===== src/rtl/radio_evt_pkg.sv =====
package radio_evt_pkg;
  localparam int REG_W = 32;

  localparam int BIT_TX_PRE = 5;
  localparam int BIT_TX_HDR = 6;
  localparam int BIT_TX_FRM = 7;
  localparam int BIT_RX_PRE = 8;
  localparam int BIT_RX_SFD = 9;
  localparam int BIT_RX_TSA = 10;
  localparam int BIT_RX_HDR = 11;

  localparam logic [REG_W-1:0] TX_GROUP  = 32'h0000_00E0;
  localparam logic [REG_W-1:0] RX_GROUP  = 32'h0000_0F00;
  localparam logic [REG_W-1:0] LIVE_BITS = TX_GROUP | RX_GROUP;

  typedef struct packed {
    logic [REG_W-1:0] setBits;
    logic [REG_W-1:0] clrBits;
    logic             maskLoad;
    logic             rdStatus;
    logic             rdMask;
  } evt_strobe_t;
endpackage


===== src/rtl/radio_evt_ctrl.sv =====
module radio_evt_ctrl
  import radio_evt_pkg::*;
#(
  parameter int ADDR_W      = 4,
  parameter int STATUS_ADDR = 0,
  parameter int MASK_ADDR   = 1
) (
  input  logic              clk,
  input  logic              rstN,
  input  logic [ADDR_W-1:0] busAddr,
  input  logic              busWrEn,
  input  logic [REG_W-1:0]  busWrData,
  input  logic              txPreambleDone,
  input  logic              txHeaderSent,
  input  logic              txPayloadDone,
  input  logic              txZeroLen,
  input  logic              rxPreambleSeen,
  input  logic              rxSfdSeen,
  input  logic              rxTsAdjDone,
  input  logic              rxHeaderDone,
  input  logic              txEnable,
  input  logic              rxEnable,
  input  logic              rxAutoReenable,
  output evt_strobe_t       strobe
);
  localparam logic [ADDR_W-1:0] StatusSel = ADDR_W'(STATUS_ADDR);
  localparam logic [ADDR_W-1:0] MaskSel   = ADDR_W'(MASK_ADDR);

  logic zeroLenPendQ;
  logic statusHit;
  logic maskHit;
  logic rxArm;

  // A header pulse on a frame with no payload stands in for the
  // missing payload-end pulse one cycle later.
  always_ff @(posedge clk or negedge rstN) begin
    if (!rstN) zeroLenPendQ <= 1'b0;
    else       zeroLenPendQ <= txHeaderSent & txZeroLen;
  end

  assign statusHit = (busAddr == StatusSel);
  assign maskHit   = (busAddr == MaskSel);
  assign rxArm     = rxEnable | rxAutoReenable;

  always_comb begin
    strobe = '0;
    strobe.setBits[BIT_TX_PRE] = txPreambleDone;
    strobe.setBits[BIT_TX_HDR] = txHeaderSent;
    strobe.setBits[BIT_TX_FRM] = txPayloadDone | zeroLenPendQ;
    strobe.setBits[BIT_RX_PRE] = rxPreambleSeen;
    strobe.setBits[BIT_RX_SFD] = rxSfdSeen;
    strobe.setBits[BIT_RX_TSA] = rxTsAdjDone;
    strobe.setBits[BIT_RX_HDR] = rxHeaderDone;
    strobe.clrBits = ((busWrEn && statusHit) ? busWrData : '0)
                   | (txEnable ? TX_GROUP : '0)
                   | (rxArm ? RX_GROUP : '0);
    strobe.clrBits  = strobe.clrBits & LIVE_BITS;
    strobe.maskLoad = busWrEn && maskHit;
    strobe.rdStatus = statusHit;
    strobe.rdMask   = maskHit;
  end
endmodule


===== src/rtl/radio_evt_datapath.sv =====
module radio_evt_datapath
  import radio_evt_pkg::*;
(
  input  logic             clk,
  input  logic             rstN,
  input  evt_strobe_t      strobe,
  input  logic [REG_W-1:0] wrData,
  output logic [REG_W-1:0] statusVec,
  output logic [REG_W-1:0] maskVec,
  output logic [REG_W-1:0] rdData,
  output logic             irq
);
  logic [REG_W-1:0] statusQ;
  logic [REG_W-1:0] statusNext;
  logic [REG_W-1:0] maskQ;
  logic             irqQ;

  // Each live bit: the set path dominates the clear path.
  for (genvar i = 0; i < REG_W; i++) begin : g_bit
    if (LIVE_BITS[i]) begin : g_live
      assign statusNext[i] = strobe.setBits[i] | (statusQ[i] & ~strobe.clrBits[i]);
    end else begin : g_rsvd
      assign statusNext[i] = 1'b0;
    end
  end

  always_ff @(posedge clk or negedge rstN) begin
    if (!rstN) begin
      statusQ <= '0;
      maskQ   <= '0;
      irqQ    <= 1'b0;
    end else begin
      statusQ <= statusNext;
      if (strobe.maskLoad) maskQ <= wrData & LIVE_BITS;
      irqQ <= |(statusQ & maskQ);
    end
  end

  always_comb begin
    if (strobe.rdStatus)    rdData = statusQ;
    else if (strobe.rdMask) rdData = maskQ;
    else                    rdData = '0;
  end

  assign statusVec = statusQ;
  assign maskVec   = maskQ;
  assign irq       = irqQ;
endmodule


===== src/rtl/radio_evt_status.sv =====
module radio_evt_status
  import radio_evt_pkg::*;
#(
  parameter int ADDR_W      = 4,
  parameter int STATUS_ADDR = 0,
  parameter int MASK_ADDR   = 1
) (
  input  logic              clk,
  input  logic              rstN,
  input  logic [ADDR_W-1:0] busAddr,
  input  logic              busWrEn,
  input  logic [31:0]       busWrData,
  output logic [31:0]       busRdData,
  input  logic              txPreambleDone,
  input  logic              txHeaderSent,
  input  logic              txPayloadDone,
  input  logic              txZeroLen,
  input  logic              rxPreambleSeen,
  input  logic              rxSfdSeen,
  input  logic              rxTsAdjDone,
  input  logic              rxHeaderDone,
  input  logic              txEnable,
  input  logic              rxEnable,
  input  logic              rxAutoReenable,
  output logic              irq
);
  evt_strobe_t      strobe;
  logic [REG_W-1:0] statusVec;
  logic [REG_W-1:0] maskVec;

  radio_evt_ctrl #(
    .ADDR_W     (ADDR_W),
    .STATUS_ADDR(STATUS_ADDR),
    .MASK_ADDR  (MASK_ADDR)
  ) ctrl_i (
    .clk           (clk),
    .rstN          (rstN),
    .busAddr       (busAddr),
    .busWrEn       (busWrEn),
    .busWrData     (busWrData),
    .txPreambleDone(txPreambleDone),
    .txHeaderSent  (txHeaderSent),
    .txPayloadDone (txPayloadDone),
    .txZeroLen     (txZeroLen),
    .rxPreambleSeen(rxPreambleSeen),
    .rxSfdSeen     (rxSfdSeen),
    .rxTsAdjDone   (rxTsAdjDone),
    .rxHeaderDone  (rxHeaderDone),
    .txEnable      (txEnable),
    .rxEnable      (rxEnable),
    .rxAutoReenable(rxAutoReenable),
    .strobe        (strobe)
  );

  radio_evt_datapath dp_i (
    .clk      (clk),
    .rstN     (rstN),
    .strobe   (strobe),
    .wrData   (busWrData),
    .statusVec(statusVec),
    .maskVec  (maskVec),
    .rdData   (busRdData),
    .irq      (irq)
  );
endmodule


===== config.mk =====
export PLATFORM = sky130hd
export DESIGN_NAME = radio_evt_status
export DESIGN_NICKNAME = d
export VERILOG_FILES = /design/src/rtl/radio_evt_pkg.sv /design/src/rtl/radio_evt_ctrl.sv /design/src/rtl/radio_evt_datapath.sv /design/src/rtl/radio_evt_status.sv
export SDC_FILE = /design/constraint.sdc
export NUM_CORES = 1
export LEC_CHECK = 0
export ABC_AREA = 1
export BUFFER_PORTS_ARGS = -buffer_cell sky130_fd_sc_hd__buf_2
export CORE_MARGIN = 2
export CORE_UTILIZATION = 45
export CTS_CLUSTER_SIZE = 12
export DETAILED_ROUTE_END_ITERATION = 8
export PLACE_DENSITY = 0.77
export SLEW_MARGIN = 5
export SYNTH_ARGS = -nofsm -noshare
export SYNTH_HDL_FRONTEND = slang
export SYNTH_HIERARCHICAL = 1
export SYNTH_SLANG_ARGS = --single-unit

===== constraint.sdc =====
create_clock -name clk -period 1.6 [get_ports clk]
set_input_delay 0.16 -clock clk [delete_from_list [all_inputs] [get_ports clk]]
set_output_delay 0.16 -clock clk [all_outputs]
set_load 0.02 [all_outputs]

## Word-level counts from Yosys, hierarchy flattened

Cells that the tools add are included.
W data, S select, Z words.

- Equal/unequal tests: 1
- Mux-type cells: 5
- Bitwise operators: 27
- Reduce and logical (&&, ||, !) cells: 4

Operator list:

| kind | count |
|---|---|
| $mux W12 | 4 |
| $reduce_or A32 Y1 | 1 |
| $or A12 B12 Y12 | 2 |
| $and A12 B12 Y12 | 1 |
| $or A1 B1 Y1 | 9 |
| $and A1 B1 Y1 | 8 |
| $mux W8 | 1 |
| $not A1 Y1 | 7 |
| $eq A4 B1 Y1 const B | 1 |
| $logic_not A4 Y1 | 1 |
| $logic_and A1 B1 Y1 | 2 |

- Register bits after elaboration: 16
- Output and inout bits: 33
- Logic and storage cells: 41

## Depth between registers and ports, before layout

Gate-level depths: netlist (run 1).

- Depth in word-level cells: 8
- Gate-level depth with buffers: 7
- Mapped depth without buffers: 6

## Cells and area by module

Netlist (run 1), hierarchy kept.

By module, submodules not included:

| module | instances | cells an instance | area each (um^2) | seq. area each (um^2) |
|---|---|---|---|---|
| radio_evt_datapath | 1 | 150 | 1237.4 | 375.4 |
| radio_evt_ctrl | 1 | 89 | 625.6 | 25.0 |

## Worst setup path before layout (run 1)

Ideal clock, no wire load.

- Path type: input to output
- From: input busAddr[3]
- To: output busRdData[10]
- Arrival: 1050 ps
- Data required time: 1440 ps
- Slack: 390 ps
- Stages on the path: 5
- Cell sequence: nor2_4 nor3b_2 buf_4 inv_2 o22ai_1

RTL lines:

| element | line | text |
|---|---|---|
| from (decl) | radio_evt_status.sv:10 | `input logic [ADDR_W-1:0] busAddr,` |
| $logic_not A4 Y1 | radio_evt_ctrl.sv:41 | `assign statusHit = (busAddr == StatusSel);` |
| via ctrl_i.statusHit | radio_evt_ctrl.sv:30 | `logic statusHit;` |
| $mux W12 | radio_evt_datapath.sv:40 | `if (strobe.rdStatus) rdData = statusQ;` |
| to (decl) | radio_evt_status.sv:13 | `output logic [31:0] busRdData,` |

The timed path passes the listed nets, and every way through them passes these cells.

==> flow_metrics.py, run 1 <==
metrics = {
    "min_path": {
        "hold_class": "in -> reg",
        "hold_start": "txZeroLen",
        "worstHoldEndpoint": "ctrl_i/zeroLenPendQ$_DFF_PN0_",
        "whs_path_depth": 3,
    },
    "timing": {
        "fin_worst_skew_ps": 6.94,
        "setup_violations": 0,
        "setup_tns_ps": 0,
        "fin_crit_sh_pct": 86.5,
        "finalCriticalPeriod_ps": 1380,
        "finalHoldViolCount": 0,
        "slew_viol_final": 0,
        "max_freq_mhz": 722,
        "final.setup.worst_slack_ps": 216,
        "rsz0062_at_grt": "no",
    },
    "floorplan": {
        "start_util_pct": 48.7,
        "pin_count": 83,
        "placeableCoreArea_um2": 2280,
        "die_area_um2": 2880,
        "rows": 17,
        "die_h_um": 53.6,
        "die_x_um": 53.6,
    },
    "clocking": {
        "cts.path.max_buffers": 2,
        "tritoncts": "done",
        "cts_buffers": 3,
        "ctsResizeCount": 0,
        "clk_latency_ps": 290,
        "cts_setup_buffers": 0,
        "htreeDepth": 1,
        "clock_sinks": 16,
        "holdBufCountCts": 1,
        "cts_root_buffer": "clkbuf_4",
        "clk_pin_slew_ps": 90,
    },
    "power": {
        "p_leak_uw": 0.000682,
        "finalPower_uw": 1030,
        "pwr-share-seq_pct": 47.7,
        "power_switching_uw": 338,
        "powerDensity_nw_per_um2": 856,
        "internal-power_uw": 688,
        "p_clk_share_pct": 26.3,
        "swShare_pct": 32.9,
        "combPwrFrac_pct": 26.0,
        "vdd_drop_max_mv": 0.502,
    },
    "routing": {
        "num_vias": 899,
        "antenna_left": 0,
        "drt_iter0_drc": 9,
        "drc": 0,
        "drtPass1Iterations": 4,
        "wire_per_inst_um": 10.4,
        "drt_wl_total_um": 2020,
        "via_per_inst": 4.61,
    },
    "critical_path": {
        "critPathSlowestCell": "nor3b_2",
        "cpMostUsedCell": "buf_2",
        "worstReg2RegStart": "ctrl_i/zeroLenPendQ$_DFF_PN0_",
        "crit_fanout": 8,
        "crit_path_start_kind": "input pin",
        "slowest_delay_ps": 210,
        "cp-end-kind": "primary output",
        "r2r_slack_ps": 710,
        "path_buf_inv": 3,
        "critical_path_class": "in -> out",
        "r2r_end": "dp_i/statusVec[7]$_DFF_PN0_",
        "required_ps": 1440,
        "reg2reg_depth": 2,
        "path_delay_family": "simple AND/OR/NAND/NOR gates",
        "cp_data_arrival_time_ps": 1220,
        "cp_cell_sequence": "buf_2, nor2_4, nor3b_2, inv_2, nand2_2, o22ai_1, buf_2",
    },
    "placed_design": {
        "preCtsSetupSlack_ps": 234,
        "port_buffers": 32,
        "dpl.hpwl_um": 1650,
        "gp_congestion": 0.774,
    },
    "global_route": {
        "grt_max_degree": 17,
        "grt_overflow": 0,
        "antenna_found_initial": 0,
        "grt_pass1_wl_um": 3420,
        "grt_usage_pct": 16.6,
        "first_global_vias": 855,
    },
    "finish": {
        "final_core_util_pct": 52.7,
        "antenna_cells": 0,
        "final_nets": 218,
        "syn_to_final_growth_pct": 8.13,
        "drive_gt1_share_pct": 31.1,
    },
    "status": {
        "status": "finished, final reports clean",
    },
    "flow_run": {
        "max_cap_viol_count": 0,
    },
    "synth": {
        "syn_area_um2": 1110,
        "synthCells": 138,
        "synth_area_per_cell_um2": 8.03,
        "yosysWarnings": 6,
    },
}
## layout by cell type, fill, tap and decap left out, types with 3 or more instances in the layout
| cell | n |
|---|---|
| dfrtp_1 | 16 |
| buf_4 | 3 |
| o21bai_1 | 7 |
| o21ai_0 | 4 |
| nor2_1 | 3 |
| conb_1 | 25 |
| nand2_1 | 26 |
| clkbuf_4 | 3 |
| o21ai_2 | 3 |
| buf_2 | 32 |
| o22ai_1 | 7 |
| inv_1 | 19 |
| nand4_1 | 7 |
## stage by stage
| stage | instance area [µm²] | cells | hold WS, ps |
|---|---|---|---|
| 6_report | 1200 | 195 | 47.7 |
| 5_1_grt | 1200 | 195 | 63.5 |
| 2_1_floorplan | 1200 | 162 | -136 |
| 3_5_place_dp | 1150 | 190 | 94.6 |
| 3_3_place_gp | 1150 | 190 | 84.9 |
| 4_1_cts | 1200 | 195 | 40.4 |
## layer usage
| layer | share of wire, % | up-vias | global-route usage, % |
|---|---|---|---|
| li1 | - | 438 | - |
| met1 | 40 | 417 | 20.9 |
| met2 | 51 | 39 | 27.8 |
| met3 | 6.4 | 5 | 1.94 |
| met4 | 2.1 | 0 | 8.97 |
| met5 | 0 | - | 0 |
## state kept, by name (all words and copies together) (netlist names)
| register | count |
|---|---|
| ctrl_i/zeroLenPendQ | 1 |
| dp_i/maskVec | 7 |
| dp_i/irq | 1 |
| dp_i/statusVec | 7 |
## layout make-up
| cell class | instances | area [µm²] |
|---|---|---|
| fillers | 235 | 1080 |
| multi-input cells | 90 | 455 |
| flip-flops and latches | 16 | 400 |
| repair buffers | 36 | 193 |
| inverters | 21 | 78.8 |
| clock buffers | 4 | 36.3 |
| well taps | 28 | 35.0 |
## tightest hold or removal path: stages
cell and delay, ps:
buf_2 70, nand2_1 40, inv_1 40
## worst max-delay path by stage
stage                     from             to  slack [ps]  cells after the start
detailed placement  busAddr[3]   busRdData[9]         230                      7
CTS                 busAddr[3]   busRdData[9]         230                      7
global placement    busAddr[3]   busRdData[9]         260                      7
finish              busAddr[3]   busRdData[9]         220                      7
global route        busAddr[3]   busRdData[9]         160                      7
floorplan           busAddr[3]  busRdData[10]         390                      5
## power groups by stage
stage	combinational [µW]	clock (µW)	sequential [µW]
finish	267	270	489
detailed placement	266	0	498
CTS	269	278	489
floorplan	241	0	494
global route	307	292	496
global placement	256	0	495
Note: power is estimated with default switching activity, not from simulation.
==> run 2, diff against run 1 <==
--- a/config.mk
+++ b/config.mk
@@ -7,7 +7,7 @@
 export LEC_CHECK = 0
 export ABC_AREA = 1
 export BUFFER_PORTS_ARGS = -buffer_cell sky130_fd_sc_hd__buf_2
-export CORE_MARGIN = 2
+export CORE_MARGIN = 1.5
 export CORE_UTILIZATION = 45
 export CTS_CLUSTER_SIZE = 12
 export DETAILED_ROUTE_END_ITERATION = 8
==> flow_metrics.py, run 2 (synthesis results as in run 1) <==
metrics = {
    "critical_path": {
        "crit_cells": 7,
        "critical_path_class": "in -> out",
        "cpMostUsedCell": "buf_2",
        "critPathSlowestCell": "nor3b_2",
        "path_buf_inv": 3,
        "endpoint": "busRdData[9]",
        "r2r_end": "dp_i/statusVec[7]$_DFF_PN0_",
        "cp_cell_sequence": "buf_2, nor2_4, nor3b_2, inv_2, nand2_2, o22ai_1, buf_2",
        "slowest_delay_ps": 180,
        "cp-end-kind": "primary output",
        "reg2reg_depth": 2,
        "path_delay_family": "simple AND/OR/NAND/NOR gates",
        "cp_data_arrival_time_ps": 1130,
        "r2r_slack_ps": 700,
        "required_ps": 1440,
        "crit_path_start_kind": "input pin",
        "worstReg2RegStart": "ctrl_i/zeroLenPendQ$_DFF_PN0_",
        "crit_fanout": 8,
        "critPathLaunch": "busAddr[3]",
    },
    "routing": {
        "drtPass1Iterations": 4,
        "drt_wl_total_um": 1980,
        "wire_per_inst_um": 10.2,
        "antenna_left": 0,
        "num_vias": 878,
        "drt_iter0_drc": 19,
        "via_per_inst": 4.50,
        "drc": 0,
    },
    "timing": {
        "max_freq_mhz": 775,
        "fin_crit_sh_pct": 80.7,
        "slew_viol_final": 0,
        "setup_violations": 0,
        "finalHoldViolCount": 0,
        "finalCriticalPeriod_ps": 1290,
        "rsz0062_at_grt": "no",
        "fin_worst_skew_ps": 0.875,
        "setup_tns_ps": 0,
    },
    "clocking": {
        "clk_latency_ps": 290,
        "ctsResizeCount": 0,
        "cts.path.max_buffers": 2,
        "htreeDepth": 1,
        "tritoncts": "done",
        "cts_setup_buffers": 0,
        "cts_buffers": 3,
        "clock_sinks": 16,
        "holdBufCountCts": 1,
        "cts_root_buffer": "clkbuf_4",
        "clk_pin_slew_ps": 90,
    },
    "flow_run": {
        "max_cap_viol_count": 0,
    },
    "finish": {
        "final_common_cell": "buf_2",
        "design_area_um2": 1200,
        "final_core_util_pct": 52.7,
        "final_nets": 218,
        "antenna_cells": 0,
        "drive_gt1_share_pct": 31.1,
        "mostFrequentLayoutCells": "buf_2 (32), nand2_1 (26), conb_1 (25)",
        "syn_to_final_growth_pct": 8.13,
    },
    "placed_design": {
        "dpl.hpwl_um": 1620,
        "port_buffers": 32,
        "gp_congestion": 0.779,
        "place_area_um2": 1150,
    },
    "floorplan": {
        "pin_count": 83,
        "die_x_um": 52.6,
        "rows": 17,
        "die_h_um": 52.6,
        "start_util_pct": 48.7,
        "placeableCoreArea_um2": 2280,
        "die_area_um2": 2770,
    },
    "power": {
        "vdd_drop_max_mv": 0.484,
        "p_leak_uw": 0.000682,
        "powerDensity_nw_per_um2": 853,
    },
    "global_route": {
        "first_global_vias": 802,
        "grt_usage_pct": 15.6,
        "antenna_found_initial": 0,
        "grt_overflow": 0,
        "grt_pass1_wl_um": 3190,
        "grt_max_degree": 17,
    },
    "min_path": {
        "hold_class": "in -> reg",
    },
    "status": {
        "status": "finished, final reports clean",
    },
}
-- run 2: cell counts in the layout (fill, tap and decap cells not counted) --
Identical to the previous run, type by type.
-- run 2: final cells by class --
cell class / count / area [µm²]
inverter: 21 / 78.8
multi-input combinational: 90 / 455
clock buffer: 4 / 36.3
fill: 233 / 1080
tap: 28 / 35.0
timing repair buffer: 36 / 193
sequential: 16 / 400
-- run 2: worst reg2reg max path: stages (launching register included) --
cell and delay [ps]:
dfrtp_1 360, or2_2 280, o21bai_1 150
-- run 2: metrics by stage --
stage               hold slack (ps)  instances  worst slack (ps)  total power [µW]
floorplan                      -136        162               390               735
global placement               86.0        190               333               751
detailed placement             92.3        190               318               762
CTS                            55.4        195               317              1030
global route                   57.0        195               260              1090
finish                         55.5        195               309              1020
-- run 2: worst min path at each step --
stage              start                             to  depth (start not counted)
3_3_place_gp        rstN  ctrl_i/zeroLenPendQ$_DFF_PN0_                          1
4_1_cts        txZeroLen  ctrl_i/zeroLenPendQ$_DFF_PN0_                          3
3_5_place_dp        rstN  ctrl_i/zeroLenPendQ$_DFF_PN0_                          1
2_1_floorplan       rstN  ctrl_i/zeroLenPendQ$_DFF_PN0_                          0
6_report       txZeroLen  ctrl_i/zeroLenPendQ$_DFF_PN0_                          3
5_1_grt        txZeroLen  ctrl_i/zeroLenPendQ$_DFF_PN0_                          3
-- run 2: where the power goes --
part | leakage [µW] | internal, µW | total (µW) | switching (µW)
registers | 0.000182 | 462 | 491 | 29.5
logic | 0.000479 | 87.7 | 264 | 176
clock network | 0.0000210 | 139 | 267 | 128
-- run 2: per-layer routing --
layer  routed length [µm]  GRT usage, %  up-vias
li1                     -             -      434
met1                  808          20.1      401
met2                 1020          26.3       41
met3                  132          2.00        2
met4                   19          6.41        0
met5                    0             0        -
==> run 3, diff against run 2 <==
--- a/config.mk
+++ b/config.mk
@@ -8,7 +8,7 @@
 export ABC_AREA = 1
 export BUFFER_PORTS_ARGS = -buffer_cell sky130_fd_sc_hd__buf_2
 export CORE_MARGIN = 1.5
-export CORE_UTILIZATION = 45
+export CORE_UTILIZATION = 43
 export CTS_CLUSTER_SIZE = 12
 export DETAILED_ROUTE_END_ITERATION = 8
 export PLACE_DENSITY = 0.77
==> constraint.sdc (replaced) <==
create_clock -name clk -period 1.1 [get_ports clk]
set_input_delay 0.11 -clock clk [delete_from_list [all_inputs] [get_ports clk]]
set_output_delay 0.11 -clock clk [all_outputs]
set_load 0.02 [all_outputs]
==> flow_metrics.py, run 3 (synthesis results as in run 1) <==
metrics = {
    "timing": {
        "finalHoldViolCount": 0,
        "max_freq_mhz": 877,
        "slew_viol_final": 0,
        "setup_tns_ps": -184,
        "fin_worst_skew_ps": 0.765,
        "finalCriticalPeriod_ps": 1140,
        "final.setup.worst_slack_ps": -40.5,
        "fin_crit_sh_pct": 104,
        "rsz0062_at_grt": "yes",
        "setup_violations": 7,
    },
    "placed_design": {
        "port_buffers": 32,
        "place_inst": 194,
        "gp_congestion": 0.736,
        "dpl.hpwl_um": 1560,
        "preCtsSetupSlack_ps": -66.3,
    },
    "finish": {
        "seq_area_um2": 400,
        "fill_cells": 220,
        "multi_input_area_um2": 527,
        "final_common_cell": "nand2_1",
        "final_nets": 233,
        "syn_to_final_growth_pct": 29.7,
        "drive_gt1_share_pct": 46.7,
        "fin_cells": 212,
        "mostFrequentLayoutCells": "nand2_1 (26), conb_1 (25), buf_2 (24)",
        "antenna_cells": 0,
    },
    "routing": {
        "drt_wl_total_um": 2270,
        "drc": 0,
        "antenna_left": 0,
        "highest_layer": "met4",
        "route.met3.wl_um": 161,
        "wire_per_inst_um": 10.7,
        "num_vias": 951,
        "drtPass1Iterations": 4,
        "routed-wl-met2_um": 1190,
        "drt_iter0_drc": 24,
        "via_per_inst": 4.49,
        "wl_met1_um": 894,
    },
    "power": {
        "powerDensity_nw_per_um2": 1120,
        "power_switching_uw": 540,
        "internal-power_uw": 1070,
        "pwr-share-seq_pct": 44.7,
        "swShare_pct": 33.5,
        "vdd_drop_max_mv": 0.763,
        "p_leak_uw": 0.000767,
        "p_clk_share_pct": 24.3,
        "combPwrFrac_pct": 31.0,
    },
    "status": {
        "violations": "setup timing",
        "status": "finished, violations left",
    },
    "global_route": {
        "grt_overflow": 0,
        "grt_usage_pct": 15.9,
        "grt_max_degree": 17,
        "first_global_vias": 781,
        "antenna_found_initial": 0,
        "grt_pass1_wl_um": 3300,
    },
    "critical_path": {
        "cp-end-kind": "primary output",
        "crit_path_start_kind": "flop",
        "critical_path_class": "reg -> out",
        "cp_data_arrival_time_ps": 1030,
        "crit_fanout": 2,
        "required_ps": 990,
    },
    "min_path": {
        "hold_class": "in -> reg",
    },
    "clocking": {
        "clk_pin_slew_ps": 100,
        "clock_sinks": 16,
        "cts_root_buffer": "clkbuf_4",
        "cts.path.max_buffers": 2,
        "tritoncts": "done",
        "cts_buffers": 3,
        "clk_latency_ps": 280,
        "htreeDepth": 1,
    },
    "floorplan": {
        "placeableCoreArea_um2": 2450,
        "die_h_um": 53.8,
        "rows": 18,
        "start_util_pct": 45.2,
        "pin_count": 83,
        "die_x_um": 53.8,
        "die_area_um2": 2890,
    },
    "flow_run": {
        "max_cap_viol_count": 0,
    },
}
[run 3: area by class of cell]
cell class	instances	area share (%)
Inverter	21	5.66
Multi-Input combinational cell	90	36.6
Clock buffer	4	2.52
Tap cell	30	2.61
Sequential cell	16	27.9
Timing Repair Buffer	51	24.7
[run 3: repair_timing]
action | 4_1_cts | 5_1_grt
hold buffers | 1 | 0
resized for setup | 12 | 26
endpoints found under the setup margin | 7 | 7
pin swaps | 4 | 4
buffers inserted | 9 | 4
hold endpoints to repair | 16 | 0
[run 3: power groups by stage]
stage / Clock, µW / Sequential, µW / Combinational [µW]
final: 393 / 720 / 500
after global routing: 429 / 731 / 552
after CTS: 398 / 713 / 435
after detailed placement: 0 / 723 / 388
after global placement: 0 / 719 / 385
after floorplan: 0 / 719 / 350
[run 3: path summary, 6_finish.rpt]
kind / end / from / slack (ps) / depth (start not counted)
max in group asynchronous: dp_i/statusVec[7]$_DFF_PN0_ / rstN / 580 / 2
setup / recovery: busRdData[6] / dp_i/statusVec[6]$_DFF_PN0_ / -40 / 3
hold reg to reg: dp_i/statusVec[7]$_DFF_PN0_ / ctrl_i/zeroLenPendQ$_DFF_PN0_ / 540 / 2
hold / removal: ctrl_i/zeroLenPendQ$_DFF_PN0_ / txZeroLen / 10 / 3
setup reg to reg: dp_i/irq$_DFF_PN0_ / dp_i/statusVec[7]$_DFF_PN0_ / 110 / 6
min in group asynchronous: dp_i/maskVec[8]$_DFFE_PN0P_ / rstN / 260 / 2
[run 3: metal layers]
metal	track usage, %	vias to the layer above
met5	0	-
met2	27.2	50
li1	-	465
met4	5.13	0
met1	20.7	432
met3	1.67	4
[run 3: through the flow]
step	cell area, µm²	util [%]	hold slack, ps	total power (µW)
2_1_floorplan	1200	-	-186	1070
3_3_place_gp	1170	47.7	42.1	1100
3_5_place_dp	1170	47.7	41.9	1110
4_1_cts	1320	53.8	12.3	1550
5_1_grt	1440	58.6	9.65	1710
6_report	1440	58.6	10.9	1610
[run 3: critical path, cell delays in order (launching register included)]
cell     delay (ps)
dfrtp_1         370
inv_2            60
o22ai_4         180
buf_6           140
